$ cat src/rtl/clkgear_pkg.sv
package clkgear_pkg;

  localparam int GEAR_W = 3;
  localparam int DIV_W  = 4;
  localparam logic [GEAR_W-1:0] GEAR_TOP = 3'd4;

  typedef enum logic [1:0] {
    A_OSC  = 2'd0,
    A_CLK  = 2'd1,
    A_WARM = 2'd2,
    A_NONE = 2'd3
  } cfg_addr_e;

  // gear codes above GEAR_TOP are reserved
  function automatic logic gear_legal(input logic [GEAR_W-1:0] g);
    return g <= GEAR_TOP;
  endfunction

  // divider reload value: 2^g - 1 fast cycles between geared pulses
  function automatic logic [DIV_W-1:0] gear_reload(input logic [GEAR_W-1:0] g);
    return (DIV_W'(1) << g) - DIV_W'(1);
  endfunction

  // exponent of the warm-up length for a period code
  function automatic int unsigned warm_exp(input logic [1:0] code,
                                           input int unsigned e_s,
                                           input int unsigned e_m,
                                           input int unsigned e_l);
    case (code)
      2'd2:    return e_m;
      2'd3:    return e_l;
      default: return e_s;
    endcase
  endfunction

endpackage

$ cat src/rtl/clkgear_warmup.sv
module clkgear_warmup
  import clkgear_pkg::*;
#(
  parameter int unsigned WU_S = 8,
  parameter int unsigned WU_M = 14,
  parameter int unsigned WU_L = 16
) (
  input  logic       clk,
  input  logic       rst_n,
  input  logic       start,
  input  logic [1:0] code,
  input  logic       count_en,
  output logic       busy
);
  localparam int CW = WU_L + 1;

  logic [CW-1:0] cnt;

  always_ff @(posedge clk or negedge rst_n) begin
    if (!rst_n)                    cnt <= '0;
    else if (start)                cnt <= CW'(1) << warm_exp(code, WU_S, WU_M, WU_L);
    else if (count_en && busy)     cnt <= cnt - 1'b1;
  end

  assign busy = (cnt != '0);

  p_start_raises_busy_r5: assert property (@(posedge clk) disable iff (!rst_n)
    start |=> busy);
  p_busy_ends_on_event_r5: assert property (@(posedge clk) disable iff (!rst_n)
    $fell(busy) |-> $past(count_en));

endmodule

$ cat src/rtl/clkgear_regs.sv
module clkgear_regs
  import clkgear_pkg::*;
(
  input  logic              clk,
  input  logic              rst_n,
  input  logic              cfg_we,
  input  logic [1:0]        cfg_addr,
  input  logic [3:0]        cfg_wdata,
  input  logic              warm_busy,
  output logic              hi_en,
  output logic              lo_en,
  output logic              src_q,
  output logic [GEAR_W-1:0] gear_q,
  output logic [1:0]        warm_code,
  output logic              warm_start
);
  logic wr_osc, wr_clk, wr_warm;
  logic src_req, target_en, src_ok, gear_ok;

  assign wr_osc  = cfg_we && (cfg_addr == A_OSC);
  assign wr_clk  = cfg_we && (cfg_addr == A_CLK);
  assign wr_warm = cfg_we && (cfg_addr == A_WARM);

  assign warm_start = wr_osc && cfg_wdata[2];
  assign src_req    = cfg_wdata[3];
  assign target_en  = src_req ? lo_en : hi_en;
  assign src_ok     = wr_clk && (src_req != src_q) && target_en && !warm_busy;
  assign gear_ok    = wr_clk && gear_legal(cfg_wdata[GEAR_W-1:0]);

  always_ff @(posedge clk or negedge rst_n) begin
    if (!rst_n) begin
      hi_en     <= 1'b1;
      lo_en     <= 1'b0;
      src_q     <= 1'b0;
      gear_q    <= GEAR_TOP;
      warm_code <= 2'd2;
    end else begin
      if (wr_osc) begin
        hi_en <= cfg_wdata[0];
        lo_en <= cfg_wdata[1];
      end
      if (src_ok)  src_q  <= src_req;
      if (gear_ok) gear_q <= cfg_wdata[GEAR_W-1:0];
      if (wr_warm) warm_code <= (cfg_wdata[1:0] == 2'd0) ? 2'd1 : cfg_wdata[1:0];
    end
  end

  p_gear_never_reserved_r3: assert property (@(posedge clk) disable iff (!rst_n)
    gear_q <= GEAR_TOP);
  p_warm_code_nonzero_r4: assert property (@(posedge clk) disable iff (!rst_n)
    warm_code != 2'd0);
  p_switch_guarded_r6: assert property (@(posedge clk) disable iff (!rst_n)
    (src_q != $past(src_q)) |->
      (!$past(warm_busy) && (src_q ? $past(lo_en) : $past(hi_en))));

endmodule

$ cat src/rtl/clkgear_divider.sv
module clkgear_divider
  import clkgear_pkg::*;
(
  input  logic              clk,
  input  logic              rst_n,
  input  logic              hi_en,
  input  logic              lo_en,
  input  logic              fs_tick,
  input  logic              src_q,
  input  logic [GEAR_W-1:0] gear_q,
  output logic              sys_tick
);
  logic [DIV_W-1:0]  div_cnt;
  logic [GEAR_W-1:0] gear_act;
  logic              src_act;
  logic              phase;
  logic              g_tick;
  logic              s_tick;
  logic              sel_tick;

  assign g_tick   = hi_en && (div_cnt == '0);
  assign s_tick   = lo_en && fs_tick;
  assign sel_tick = src_act ? s_tick : g_tick;
  assign sys_tick = sel_tick && phase;

  always_ff @(posedge clk or negedge rst_n) begin
    if (!rst_n) begin
      div_cnt  <= gear_reload(GEAR_TOP);
      gear_act <= GEAR_TOP;
      src_act  <= 1'b0;
      phase    <= 1'b0;
    end else if (sys_tick) begin
      // end of a full system period: pick up pending settings
      phase    <= 1'b0;
      gear_act <= gear_q;
      src_act  <= src_q;
      div_cnt  <= gear_reload(gear_q);
    end else begin
      if (sel_tick) phase <= ~phase;
      if (g_tick)     div_cnt <= gear_reload(gear_act);
      else if (hi_en) div_cnt <= div_cnt - 1'b1;
    end
  end

  p_no_adjacent_ticks_r2: assert property (@(posedge clk) disable iff (!rst_n)
    sys_tick |=> !sys_tick);
  p_gear_at_boundary_r8: assert property (@(posedge clk) disable iff (!rst_n)
    (gear_act != $past(gear_act)) |-> $past(sys_tick));
  p_src_at_boundary_r8: assert property (@(posedge clk) disable iff (!rst_n)
    (src_act != $past(src_act)) |-> $past(sys_tick));
  p_slow_tick_source_r7: assert property (@(posedge clk) disable iff (!rst_n)
    (sys_tick && src_act) |-> (fs_tick && lo_en));

endmodule

$ cat src/rtl/clkgear_ctrl.sv
module clkgear_ctrl
  import clkgear_pkg::*;
#(
  parameter int unsigned WU_S = 8,
  parameter int unsigned WU_M = 14,
  parameter int unsigned WU_L = 16
) (
  input  logic       clk,
  input  logic       rst_n,
  input  logic       fs_tick,
  input  logic       cfg_we,
  input  logic [1:0] cfg_addr,
  input  logic [3:0] cfg_wdata,
  output logic       hi_osc_en,
  output logic       lo_osc_en,
  output logic       src_sel,
  output logic [2:0] gear_sel,
  output logic [1:0] warm_sel,
  output logic       warm_busy,
  output logic       sys_tick
);
  logic warm_start;
  logic warm_count_en;

  clkgear_regs u_regs (
    .clk       (clk),
    .rst_n     (rst_n),
    .cfg_we    (cfg_we),
    .cfg_addr  (cfg_addr),
    .cfg_wdata (cfg_wdata),
    .warm_busy (warm_busy),
    .hi_en     (hi_osc_en),
    .lo_en     (lo_osc_en),
    .src_q     (src_sel),
    .gear_q    (gear_sel),
    .warm_code (warm_sel),
    .warm_start(warm_start)
  );

  // warm-up counts the oscillator not currently driving the system clock
  assign warm_count_en = src_sel ? hi_osc_en : (lo_osc_en && fs_tick);

  clkgear_warmup #(.WU_S(WU_S), .WU_M(WU_M), .WU_L(WU_L)) u_warm (
    .clk     (clk),
    .rst_n   (rst_n),
    .start   (warm_start),
    .code    (warm_sel),
    .count_en(warm_count_en),
    .busy    (warm_busy)
  );

  clkgear_divider u_div (
    .clk     (clk),
    .rst_n   (rst_n),
    .hi_en   (hi_osc_en),
    .lo_en   (lo_osc_en),
    .fs_tick (fs_tick),
    .src_q   (src_sel),
    .gear_q  (gear_sel),
    .sys_tick(sys_tick)
  );

endmodule

$ cat config.mk
export PLATFORM = sky130hd
export DESIGN_NAME = clkgear_ctrl
export DESIGN_NICKNAME = d
export VERILOG_FILES = /design/src/rtl/clkgear_pkg.sv /design/src/rtl/clkgear_warmup.sv /design/src/rtl/clkgear_regs.sv /design/src/rtl/clkgear_divider.sv /design/src/rtl/clkgear_ctrl.sv
export SDC_FILE = /design/constraint.sdc
export NUM_CORES = 1
export LEC_CHECK = 0
export BUFFER_PORTS_ARGS = -buffer_cell sky130_fd_sc_hd__buf_2
export CORE_MARGIN = 4
export CORE_UTILIZATION = 40
export CTS_BUF_LIST = sky130_fd_sc_hd__clkbuf_4
export CTS_CLUSTER_SIZE = 40
export DETAILED_ROUTE_END_ITERATION = 8
export PLACE_DENSITY = 0.59
export SYNTH_ARGS = -nofsm -noshare
export SYNTH_HDL_FRONTEND = slang
export SYNTH_SLANG_ARGS = --single-unit
$ cat constraint.sdc
create_clock -name clk -period 3.16 [get_ports clk]
set_clock_uncertainty 0.1 [all_clocks]
set_input_delay 0.632 -clock clk [delete_from_list [all_inputs] [get_ports clk]]
set_output_delay 0.632 -clock clk [all_outputs]
set_load 0.01 [all_outputs]
==> results.py <==
metrics = {
    "run_status": {
        "status": "complete, no violations",
    },
    "logic_synthesis": {
        "synth_edf_count": 0,
        "synth_top_area_share_pct": 32.79,
        "synth_cell_types": 51,
        "seq_area_frac_synth_pct": 43.38,
        "synth_area_sq_um": 1984,
        "ys_async_sr_fraction_pct": 100.0,
        "yosysTopAreaCell": "dfrtp_1",
        "synth_seq_cells": 34,
        "ys.flop_type": "dfrtp_1",
        "synthTopCellsByArea": "dfrtp_1, dfstp_2, mux2_2",
        "synth_nets": 218,
        "syn_area_per_cell_sq_um": 9.775,
        "ys_warn_count": 0,
        "syn_inst": 203,
    },
    "finish": {
        "layout-drive-gt1-share_pct": 25.88,
        "final_cell_mix": "dfrtp_1, buf_2, nor2_1",
        "syn_to_final_growth_pct": 13.75,
        "n_antenna_cell": 0,
        "mostFrequentLayoutCell": "dfrtp_1",
        "nets": 242,
        "final_area_sq_um": 2257,
        "final_cells": 295,
    },
    "clock_tree": {
        "path_clk_slew_ns": 0.11,
        "ctsLongestPathBuffers": 2,
        "htreeDepth": 2,
        "clkLatencyLatePin_ns": 0.34,
        "cts_buffers": 5,
        "clock-sinks": 34,
        "cts_tree": "done",
        "root_buffer": "clkbuf_4",
        "post-cts-setup-buffers": 0,
    },
    "power_and_ir_drop": {
        "irDropWorstVdd_mv": 0.3352,
        "p_leak_nw": 0.9582,
        "power_density_nw_per_um2": 820.5,
        "finalPower_mw": 1.852,
    },
    "timing": {
        "setup-tns-final_ns": 0,
        "slew_viol_final": 0,
        "max_freq_mhz": 345.0,
        "fin_crit_sh_pct": 91.73,
        "hold_viol": 0,
        "slew_headroom_pct": 48.40,
        "max_slew.worst_pin.slew_ns": 0.7635,
        "finalSetupViolations": 0,
        "grt_setup_unrepaired": "no",
        "fin_crit_ns": 2.899,
        "fin_ws_ns": 0.2614,
    },
    "routing": {
        "final_antenna_net_count": 0,
        "drt_first_pass_iters": 4,
        "wirelength_um": 4275,
        "drt_iter0_drc": 80,
        "drc": 0,
        "wl_per_cell_um": 14.49,
        "avgViaCountPerCell": 5.495,
        "vias": 1621,
    },
    "floorplanning": {
        "die_h_um": 78.44,
        "dieArea_sq_um": 6152,
        "start_util_pct": 41.74,
        "rows": 25,
        "ios": 20,
        "coreArea_sq_um": 4755,
        "die_x_um": 78.44,
    },
    "place": {
        "place.gp.congestion": 0.7967,
        "portBuffers": 19,
        "dpl.hpwl_um": 3045,
        "dp.cells": 287,
        "place_area_sq_um": 2175,
        "place_ws_ns": 0.4564,
    },
    "worst_setup_path": {
        "cp-end-kind": "primary output",
        "crit_type": "flop to primary output",
        "worstPathRequired_ns": 2.43,
        "crit_path_max_fanout": 6,
        "worstPathArrival_ns": 2.17,
        "cp-start-kind": "flop",
    },
    "grt": {
        "grt_usage_pct": 15.45,
        "antenna_found_initial": 0,
        "grt_pass1_vias": 1584,
        "grt_pass1_wl_um": 7458,
        "grt-ovfl-total": 0,
        "grt_max_degree": 35,
    },
    "worst_hold_path": {
        "hold_path.class": "input port to async pin",
    },
    "job": {
        "maxCapViolations": 0,
    },
}
==> kinds of logic (layout without fill, tap and decap cells) <==
kind of cell	count (synthesis)	in the layout	synth area share (%)
xor gates and xnor gates	2	2	0.8829
and+or+nand+nor	87	87	26.48
DFF	34	34	43.38
AOI/OAI and AO/OA	41	41	13.30
muxes	18	18	9.647
buffers and inverters	16	41	3.152
adders and majority gates	5	5	3.153
==> cells in the mapped netlist (3+ instances only) <==
master    number
a21oi_1       15
clkbuf_1       3
dfrtp_1       26
dfstp_2        8
ha_1           5
inv_1          9
mux2_2         9
mux2i_1        9
nand2_1       11
nand3_1        5
nor2_1        17
nor3_1         4
nor3b_1        3
nor4_1         7
o21ai_0        5
o31a_1         3
o31ai_1        5
or2_2          5
or3_1          9
or4_1          5
==> cell type report <==
class,count,area [sq um]
Timing Repair Buffer,23,125.1
Clock inverter,2,33.78
Tap cell,67,83.83
Inverter,10,37.54
Sequential cell,34,860.8
Fill cell,474,2497
Multi-Input combinational cell,153,1071
Clock buffer,6,45.04
==> layer usage <==
metal  routed length, um  vias up  part of all wire, %  track usage, %
li1                    -      817                    -               -
met1                2174      763                   51           21.80
met2                1910       37                   45           23.29
met3                 136        4                  3.2           2.408
met4                  54        0                  1.3           6.993
met5                   0        -                    0               0
==> metrics by stage <==
stage	hold slack, ns	utilization, %
global route	0.2994	47.47
floorplan	0.2364	-
CTS	0.2756	47.39
detailed placement	0.4131	45.74
finish	0.2573	47.47
global placement	0.4225	45.74
==> registers in the layout, summed over array words and instances (netlist names) <==
register	count
u_div.src_act	1
u_regs.hi_en	1
u_regs.warm_code	2
u_div.div_cnt	4
u_regs.gear_q	3
u_div.phase	1
u_regs.src_q	1
u_div.gear_act	3
u_warm.cnt	17
u_regs.lo_en	1
==> where the power goes <==
group	switching [mW]	internal (mW)	leakage, nW
registers	0.186	0.621	0.414
clock network	0.148	0.173	0.0433
logic	0.351	0.373	0.501
total	0.684	1.17	0.958
==> worst max-delay path: stages (launching register included) <==
cell and delay (ns):
dfstp_2 0.56, inv_1 0.08, ha_1 0.22, nand4bb_1 0.15, nor2_1 0.08, o21ai_2 0.28
clkinv_1 0.26, buf_2 0.20
==> path summary, 6_finish.rpt <==
check / from / endpoint / slack, ns / depth (start not counted)
max: u_div.div_cnt[0] / sys_tick / 0.26 / 7
max reg2reg: u_warm.cnt[0] / u_warm.cnt[14] / 0.72 / 6
min in group clk: u_regs.warm_code[0] / u_warm.cnt[16] / 0.44 / 2
min reg2reg: u_regs.warm_code[0] / u_warm.cnt[16] / 0.44 / 2
max in group asynchronous: rst_n / u_warm.cnt[6] / 2.22 / 1
min: rst_n / u_regs.warm_code[0] / 0.26 / 1
==> what timing repair did <==
action / 4_1_cts / 5_1_grt
gates resized for setup: 0 / 1
hold buffers: 0 / 0
endpoints found under the setup margin: 0 / 1
Note: power is estimated with default switching activity, not from simulation.
